`config.mk`:
```
export PLATFORM = sky130hd
export DESIGN_NAME = seg_strobe_wr
export DESIGN_NICKNAME = d
export VERILOG_FILES = /design/src/rtl/seg_wr_pkg.sv /design/src/rtl/seg_wr_sync.sv /design/src/rtl/seg_wr_oneshot.sv /design/src/rtl/seg_wr_decode.sv /design/src/rtl/seg_wr_bank.sv /design/src/rtl/seg_strobe_wr.sv
export SDC_FILE = /design/constraint.sdc
export NUM_CORES = 1
export LEC_CHECK = 0
export BUFFER_PORTS_ARGS = -buffer_cell sky130_fd_sc_hd__buf_2
export CORE_MARGIN = 5
export CORE_UTILIZATION = 29
export CTS_BUF_LIST = sky130_fd_sc_hd__clkbuf_16
export CTS_CLUSTER_DIAMETER = 40
export DETAILED_ROUTE_END_ITERATION = 12
export PLACE_DENSITY = 0.54
export SETUP_SLACK_MARGIN = 0.4
export SYNTH_ARGS = -nofsm -noshare
export SYNTH_HDL_FRONTEND = slang
export SYNTH_HIERARCHICAL = 1
export SYNTH_SLANG_ARGS = --single-unit
```
`constraint.sdc`:
```
create_clock -name clk -period 5.3 [get_ports clk]
set_input_delay 1.06 -clock clk [delete_from_list [all_inputs] [get_ports clk]]
set_output_delay 1.06 -clock clk [all_outputs]
set_load 0.005 [all_outputs]
```
`src/rtl/seg_wr_pkg.sv`:
```
package seg_wr_pkg;

    typedef enum logic {
        DEC_HEX    = 1'b0,
        DEC_CODE_B = 1'b1
    } dec_mode_e;

    localparam int SEG_BITS   = 9;
    localparam int CODE_BITS  = 4;
    localparam int ANN_BITS   = 2;
    localparam int GLYPH_BITS = 7;

    // One stored digit: glyph[0] is segment a, glyph[6] is segment g
    typedef struct packed {
        logic                  ann_hi;
        logic                  ann_lo;
        logic [GLYPH_BITS-1:0] glyph;
    } digit_seg_t;

    // Character request held from the accepted strobe edge
    typedef struct packed {
        logic [CODE_BITS-1:0] code;
        logic [ANN_BITS-1:0]  ann;
    } char_word_t;

    function automatic digit_seg_t pack_digit(input logic [GLYPH_BITS-1:0] glyph,
                                              input logic [ANN_BITS-1:0]   ann);
        digit_seg_t r;
        r.glyph  = glyph;
        r.ann_lo = ann[0];
        r.ann_hi = ann[1];
        return r;
    endfunction

endpackage

```
`src/rtl/seg_wr_sync.sv`:
```
module seg_wr_sync #(
    parameter int STAGES = 2
) (
    input  logic clk,
    input  logic rst,
    input  logic async_in,
    output logic rise
);
    // Idle level of the strobe is high; reset to it so release makes no edge
    logic [STAGES-1:0] chain_q;
    logic              prev_q;

    always_ff @(posedge clk) begin
        if (rst) begin
            chain_q <= '1;
            prev_q  <= 1'b1;
        end else begin
            chain_q <= {chain_q[STAGES-2:0], async_in};
            prev_q  <= chain_q[STAGES-1];
        end
    end

    assign rise = chain_q[STAGES-1] & ~prev_q;

endmodule

```
`src/rtl/seg_wr_oneshot.sv`:
```
module seg_wr_oneshot #(
    parameter int PULSE_CYCLES = 4,
    parameter int GUARD_CYCLES = 300
) (
    input  logic clk,
    input  logic rst,
    input  logic trigger,
    output logic accept,
    output logic overrun,
    output logic fire,
    output logic busy
);
    localparam int CNT_W = $clog2(GUARD_CYCLES + 1);
    localparam logic [CNT_W-1:0] LOAD_VAL    = CNT_W'(GUARD_CYCLES);
    localparam logic [CNT_W-1:0] PULSE_FLOOR = CNT_W'(GUARD_CYCLES - PULSE_CYCLES);

    logic [CNT_W-1:0] cnt_q;

    assign busy    = (cnt_q != '0);
    assign accept  = trigger & ~busy;
    assign overrun = trigger & busy;
    // The write pulse covers the first PULSE_CYCLES cycles of the window
    assign fire    = (cnt_q > PULSE_FLOOR);

    always_ff @(posedge clk) begin
        if (rst) begin
            cnt_q <= '0;
        end else if (accept) begin
            cnt_q <= LOAD_VAL;
        end else if (busy) begin
            cnt_q <= cnt_q - 1'b1;
        end
    end

endmodule

```
`src/rtl/seg_wr_decode.sv`:
```
module seg_wr_decode
    import seg_wr_pkg::*;
#(
    parameter dec_mode_e MODE = DEC_CODE_B
) (
    input  logic [CODE_BITS-1:0] code,
    input  logic [ANN_BITS-1:0]  ann,
    output digit_seg_t           seg
);
    logic [GLYPH_BITS-1:0] hex_glyph;
    logic [GLYPH_BITS-1:0] sym_glyph;
    logic [GLYPH_BITS-1:0] glyph;

    always_comb begin
        case (code)
            4'h0:    hex_glyph = 7'h3F;
            4'h1:    hex_glyph = 7'h06;
            4'h2:    hex_glyph = 7'h5B;
            4'h3:    hex_glyph = 7'h4F;
            4'h4:    hex_glyph = 7'h66;
            4'h5:    hex_glyph = 7'h6D;
            4'h6:    hex_glyph = 7'h7D;
            4'h7:    hex_glyph = 7'h07;
            4'h8:    hex_glyph = 7'h7F;
            4'h9:    hex_glyph = 7'h6F;
            4'hA:    hex_glyph = 7'h77;
            4'hB:    hex_glyph = 7'h7C;
            4'hC:    hex_glyph = 7'h39;
            4'hD:    hex_glyph = 7'h5E;
            4'hE:    hex_glyph = 7'h79;
            default: hex_glyph = 7'h71;
        endcase
    end

    // Symbols of the decimal font above nine; code F is blank
    always_comb begin
        case (code)
            4'hA:    sym_glyph = 7'h40;
            4'hB:    sym_glyph = 7'h79;
            4'hC:    sym_glyph = 7'h76;
            4'hD:    sym_glyph = 7'h38;
            4'hE:    sym_glyph = 7'h73;
            default: sym_glyph = 7'h00;
        endcase
    end

    generate
        if (MODE == DEC_HEX) begin : g_hex
            assign glyph = hex_glyph;
        end else begin : g_dec
            assign glyph = (code < 4'hA) ? hex_glyph : sym_glyph;
        end
    endgenerate

    assign seg = pack_digit(glyph, ann);

endmodule

```
`src/rtl/seg_wr_bank.sv`:
```
module seg_wr_bank
    import seg_wr_pkg::*;
#(
    parameter int NUM_DIGITS = 8,
    parameter int ADDR_W     = 3
) (
    input  logic                           clk,
    input  logic                           rst,
    input  logic                           we,
    input  logic [ADDR_W-1:0]              waddr,
    input  digit_seg_t                     wdata,
    output logic [NUM_DIGITS-1:0]          sel,
    output logic [NUM_DIGITS*SEG_BITS-1:0] seg_flat
);
    generate
        for (genvar d = 0; d < NUM_DIGITS; d++) begin : g_digit
            digit_seg_t q;

            assign sel[d] = we && (waddr == ADDR_W'(d));

            always_ff @(posedge clk) begin
                if (rst) begin
                    q <= '0;
                end else if (sel[d]) begin
                    q <= wdata;
                end
            end

            assign seg_flat[d*SEG_BITS +: SEG_BITS] = q;
        end
    endgenerate

endmodule

```
`src/rtl/seg_strobe_wr.sv`:
```
module seg_strobe_wr
    import seg_wr_pkg::*;
#(
    parameter int        NUM_DIGITS   = 8,
    parameter int        SYNC_STAGES  = 2,
    parameter int        PULSE_CYCLES = 4,
    parameter int        GUARD_CYCLES = 300,
    parameter dec_mode_e DECODE_MODE  = DEC_CODE_B,
    localparam int       ADDR_W       = (NUM_DIGITS > 1) ? $clog2(NUM_DIGITS) : 1
) (
    input  logic                           clk,
    input  logic                           rst,
    input  logic                           cs_n,
    input  logic [ADDR_W-1:0]              dig_addr,
    input  logic [CODE_BITS-1:0]           char_code,
    input  logic [ANN_BITS-1:0]            ann_in,
    output logic [NUM_DIGITS*SEG_BITS-1:0] seg_flat,
    output logic                           busy,
    output logic                           err
);
    logic              edge_seen;
    logic              take;
    logic              overrun;
    logic              wr_fire;
    logic [NUM_DIGITS-1:0] wr_sel;

    logic [ADDR_W-1:0] addr_q;
    char_word_t        word_q;
    digit_seg_t        decoded;
    logic              err_q;

    seg_wr_sync #(
        .STAGES (SYNC_STAGES)
    ) u_sync (
        .clk      (clk),
        .rst      (rst),
        .async_in (cs_n),
        .rise     (edge_seen)
    );

    seg_wr_oneshot #(
        .PULSE_CYCLES (PULSE_CYCLES),
        .GUARD_CYCLES (GUARD_CYCLES)
    ) u_oneshot (
        .clk     (clk),
        .rst     (rst),
        .trigger (edge_seen),
        .accept  (take),
        .overrun (overrun),
        .fire    (wr_fire),
        .busy    (busy)
    );

    // Input capture happens only on an accepted edge
    always_ff @(posedge clk) begin
        if (rst) begin
            addr_q <= '0;
            word_q <= '0;
        end else if (take) begin
            addr_q      <= dig_addr;
            word_q.code <= char_code;
            word_q.ann  <= ann_in;
        end
    end

    always_ff @(posedge clk) begin
        if (rst) begin
            err_q <= 1'b0;
        end else if (overrun) begin
            err_q <= 1'b1;
        end
    end

    assign err = err_q;

    seg_wr_decode #(
        .MODE (DECODE_MODE)
    ) u_decode (
        .code (word_q.code),
        .ann  (word_q.ann),
        .seg  (decoded)
    );

    seg_wr_bank #(
        .NUM_DIGITS (NUM_DIGITS),
        .ADDR_W     (ADDR_W)
    ) u_bank (
        .clk      (clk),
        .rst      (rst),
        .we       (wr_fire),
        .waddr    (addr_q),
        .wdata    (decoded),
        .sel      (wr_sel),
        .seg_flat (seg_flat)
    );

endmodule

```
==> results of run 1 <==
[power by group through the flow]
stage	registers [W]	logic, W	clock network (W)
after global routing	0.000812	0.000364	0.000638
final	0.000805	0.000324	0.000588
after global placement	0.000818	0.000317	0
after floorplan	0.000806	0.000265	0
after detailed placement	0.000819	0.000326	0
after CTS	0.000804	0.000326	0.000606
[per-layer routing]
layer,part of all wire [%],vias up
met5,0,-
met4,2.0,0
met3,5.8,14
met2,47,67
met1,45,1429
li1,-,1525
[flip-flops by register name, summed over array words and instances (netlist names)]
name             flops
u_sync/prev_q        1
u_oneshot/cnt_q      9
word_q               6
err                  1
addr_q               3
u_bank/seg_flat     72
u_sync/chain_q       2
[area by class of cell]
| cell class | count | area [um2] |
|---|---|---|
| timing repair buffer | 86 | 433 |
| fill | 1478 | 9410 |
| multi-input combinational | 276 | 2110 |
| tap | 184 | 230 |
| inverter | 11 | 43.8 |
| clock buffer | 9 | 225 |
| clock inverter | 6 | 38.8 |
| sequential | 94 | 1880 |
[per-stage QoR]
stage	utilization, %	hold WS [ns]
6_report	34.5	0.416
5_1_grt	34.5	0.440
4_1_cts	34.5	0.424
3_5_place_dp	32.7	0.408
3_3_place_gp	32.7	0.393
2_1_floorplan	-	0.385
[worst min path at each step]
stage	from	end	slack, ns
after global routing	u_sync/chain_q[0]	u_sync/chain_q[1]	0.44
after global placement	u_sync/chain_q[0]	u_sync/chain_q[1]	0.39
after floorplan	u_sync/chain_q[0]	u_sync/chain_q[1]	0.39
final	u_sync/chain_q[0]	u_sync/chain_q[1]	0.42
after CTS	u_sync/chain_q[0]	u_sync/chain_q[1]	0.42
after detailed placement	u_sync/chain_q[0]	u_sync/chain_q[1]	0.41
[placed cells by master (no fill, tap or decap), drive strengths merged, types with 3 or more instances in the layout]
cell	n
nor3	4
nor2	24
nor2b	3
a211oi	7
nand2b	85
clkbuf	9
nand4b	3
dfxtp	94
nand4bb	3
mux2i	83
ha	10
and2	3
buf	86
a21oi	8
nand2	6
o21ai	5
or2	4
inv	14
==> out/metrics.yaml, run 1 <==
clocking:
  cts_buffers: 9
  cts_tree: "done"
  cts.path.max_buffers: 2
  cts-resized-gates: 0
  ctsHtreeMaxLevel: 3
  post_cts_buffers: 0
  cts.sinks: 94
  holdBufCountCts: 0
  clkLatencyLatePin_ns: 0.34
  clk_pin_slew_ns: 0.06
  cts_root_buf: "clkbuf_16"
die:
  dieArea_um2: 17000
  start_util_pct: 29.3
  die_w_um: 130
  dieHeight_um: 130
  num_rows: 44
  core-area_um2: 14400
  io_pins: 86
routing:
  wl_um: 10700
  drt.antenna.violating_nets: 0
  drc: 0
  wl_per_cell_um: 16.1
  vias: 3035
  drt_iter0_drc: 171
  viasPerCell: 4.56
  drt_pass1_iterations: 4
critical_path:
  reg2reg_to: "u_bank/seg_flat[18]"
  crit_path_max_fanout: 11
  crit_type: "reg2out"
  cp.required_ns: 4.24
  ff2ff_path_depth: 8
  worstSetupStartpoint: "u_oneshot/cnt_q[0]"
  max_stage_delay_ns: 0.49
  r2r_start: "u_oneshot/cnt_q[0]"
  path_depth: 5
  critPathArrivalTime_ns: 2.02
  cp_cell_sequence: "inv_1 -> ha_1 -> or4b_4 -> or2_1 -> buf_2"
  start_kind: "flip-flop"
  cp-endpoint: "busy"
  cp-end-kind: "output port"
  path_delay_family: "simple AND/OR/NAND/NOR gates"
  cpMaxStageDelayCell: "or4b_4"
  reg2reg_setup_slack_ns: 2.46
  path_buf_inv: 2
sta:
  slew_headroom_pct: 25.1
  tns_ns: 0
  hold_viol: 0
  maxSlewViolCount: 0
  layout_setup_ws_ns: 2.22
  max_freq_mhz: 325
  fin_skew_ns: 0.00662
  rsz0062_at_grt: "false"
  period_minus_slack_ns: 3.08
  period_share_pct: 58.1
  worstMarginPinSlew_ns: 1.12
  final-setup-viol-count: 0
global_route:
  grt_util_met2_pct: 20.5
  gr-usage-met1_pct: 16.5
  grt_pass1_wl_um: 16600
  grt_pass1_vias: 3050
  grt_util_met3_pct: 3.25
  gr-max-usage-layer: "met2"
  grt-ovfl-total: 0
  grt_usage_pct: 12.7
  antenna_found_initial: 0
  grt_start_max_net_pins: 66
finish:
  diodes: 0
  final_area_um2: 4960
  nets: 500
  area_growth_pct: 17.9
  drive_above_1_share_pct: 23.4
  fin_cells: 666
place:
  place_area_um2: 4700
  gp_congestion: 0.796
  dp_cells: 651
  numPortBuffers: 85
  dp_hpwl_um: 7530
  pre_cts_slack_ns: 2.46
min_path:
  hp-class: "reg2reg"
  whs_path_depth: 1
synthesis:
  netlist_area_um2: 4210
  synth_cells: 413
  synth_warnings: 6
  syn_avg_cell_area_um2: 10.2
  synth_nets: 435
run_status:
  status: "finished, final reports clean"
power_and_ir_drop:
  power.leakage_nw: 2.43
  switchingPower_w: 0.000498
  switching_share_pct: 29.0
  p_seq_share_pct: 46.9
  power_density_nw_per_um2: 346
  peakVddDrop_mv: 0.146
  internal_power_w: 0.00122
  power_w: 0.00172
  clkPwrFrac_pct: 34.3
  pwr-share-comb_pct: 18.9
flow_run:
  cap_viol_max_count: 0
(Power assumes the default switching activity.)
==> run 2, diff against run 1 <==
Settings changed: PLACE_DENSITY 0.54 to 0.55.
Clock period 5.3 ns to 2.7 ns, I/O delays scaled along.
==> run 2 against run 1 <==
Net effect:
- non-clock buffer count grew 17
- core utilization grew 1.4 points
- critical path depth is the same
- register-to-register slack lost 1.9 ns
- sequential cell count is the same
- clock skew grew 0.0012 ns
- combinational power grew 130%
- cell area grew 4.1%
- critical path type unchanged
==> out/metrics.yaml, run 2 (synthesis gave the netlist of run 1 again) <==
finish:
  final_common_cell: "dfxtp_1"
  drive_above_1_share_pct: 28.2
  largest_reg_flops: 72
  nets: 517
  area_growth_pct: 22.8
  layout_common_cells: "92 x dfxtp_1, 84 x buf_2, 83 x mux2i_1, 83 x nand2b_1, 24 x nor2_1"
  fin_cells: 684
  diodes: 0
sta:
  fin_skew_ns: 0.00779
  worstMarginPinSlew_ns: 0.671
  period_share_pct: 83.4
  hold_viol: 0
  max_freq_mhz: 444
  rsz0062_at_grt: "false"
  maxSlewViolCount: 0
  tns_ns: 0
  slew_headroom_pct: 55.3
  final-setup-viol-count: 0
  period_minus_slack_ns: 2.25
critical_path:
  path_delay_family: "simple AND/OR/NAND/NOR gates"
  max_stage_delay_ns: 0.46
  crit_type: "reg2out"
  path_buf_inv: 2
  critPathArrivalTime_ns: 1.71
  cp_cell_sequence: "inv_4 -> ha_4 -> or4b_4 -> or2_4 -> buf_6"
  crit_path_max_fanout: 3
  cp-end-kind: "output port"
  cp.required_ns: 2.16
  cpMaxStageDelayCell: "or4b_4"
  start_kind: "flip-flop"
die:
  num_rows: 44
  core-area_um2: 14400
  die_w_um: 130
  dieArea_um2: 17000
  io_pins: 86
  dieHeight_um: 130
  start_util_pct: 29.3
flow_run:
  cap_viol_max_count: 0
routing:
  viasPerCell: 4.57
  wl_um: 11100
  wl_per_cell_um: 16.2
  drt_pass1_iterations: 4
  vias: 3129
  drt.antenna.violating_nets: 0
  drc: 0
  drt_iter0_drc: 117
clocking:
  cts_root_buf: "clkbuf_16"
  clk_pin_slew_ns: 0.07
  cts.sinks: 94
  ctsHtreeMaxLevel: 3
  holdBufCountCts: 0
  clkLatencyLatePin_ns: 0.35
  cts_tree: "done"
  cts_buffers: 9
  cts.path.max_buffers: 2
power_and_ir_drop:
  power_w: 0.00364
  switchingPower_w: 0.00105
  peakVddDrop_mv: 0.306
  power_density_nw_per_um2: 705
  internal_power_w: 0.00259
  p_seq_share_pct: 43.4
  pwr-share-comb_pct: 20.7
  clkPwrFrac_pct: 35.9
  power.leakage_nw: 2.52
  switching_share_pct: 28.9
global_route:
  grt_pass1_vias: 3092
  grt_pass1_wl_um: 16800
  antenna_found_initial: 0
  grt_usage_pct: 13.1
  grt_start_max_net_pins: 45
  grt-ovfl-total: 0
place:
  numPortBuffers: 85
  dp_hpwl_um: 7560
  dp_cells: 660
  gp_congestion: 0.861
run_status:
  status: "finished, final reports clean"
min_path:
  hp-class: "in2reg"
## run 2: changes by cell type in the layout (fill, tap and decap cells not counted), moves of 2 or more
cell,previous run,this run
buf_4,1,18
nand2b_2,0,2
inv_1,9,6
nand2b_1,85,83
dfxtp_2,0,2
dfxtp_1,94,92
## run 2: final timing paths
path	from	endpoint	slack [ns]	depth (start not counted)
min reg2reg	u_sync/chain_q[0]	u_sync/chain_q[1]	0.41	1
max reg2reg	word_q[3]	u_bank/seg_flat[30]	0.59	7
min	cs_n	u_sync/chain_q[0]	0.38	2
max	u_oneshot/cnt_q[1]	busy	0.45	5
## run 2: area by class of cell
cell class	instances	area (um2)
multi-input cells	276	2130
inverters	11	46.3
clock inverters	7	78.8
clock buffers	9	225
flip-flops and latches	94	1880
repair buffers	103	567
fillers	1418	9210
well taps	184	230
## run 2: routing by layer
metal | wire, um | up-vias | share of wire [%] | global-route usage (%)
li1 | - | 1560 | - | -
met1 | 4850 | 1481 | 44 | 15.5
met2 | 5100 | 67 | 46 | 21.1
met3 | 686 | 21 | 6.2 | 4.07
met4 | 420 | 0 | 3.8 | 7.50
met5 | 0 | - | 0 | 0
## run 2: power by group through the flow
stage / Combinational [W] / Clock, W / Sequential, W
final: 0.000753 / 0.00131 / 0.00158
after CTS: 0.000733 / 0.00134 / 0.00158
after floorplan: 0.000520 / 0 / 0.00158
after detailed placement: 0.000643 / 0 / 0.00161
after global routing: 0.000840 / 0.00141 / 0.00160
after global placement: 0.000624 / 0 / 0.00161
## run 2: timing repair
item                       4_1_cts  5_1_grt
setup buffers                    4        4
pin swaps                        1        2
setup endpoints to repair        4       15
gates cloned                     0        0
gates resized for setup          7        5
## run 2: metrics by stage
step | hold slack, ns | instance area [um2] | util (%) | worst slack (ns)
2_1_floorplan | 0.385 | 4210 | - | 0.422
3_3_place_gp | 0.391 | 4760 | 33.2 | 0.461
3_5_place_dp | 0.392 | 4760 | 33.2 | 0.415
4_1_cts | 0.369 | 5120 | 35.6 | 0.400
5_1_grt | 0.383 | 5160 | 35.9 | 0.405
6_report | 0.383 | 5160 | 35.9 | 0.449
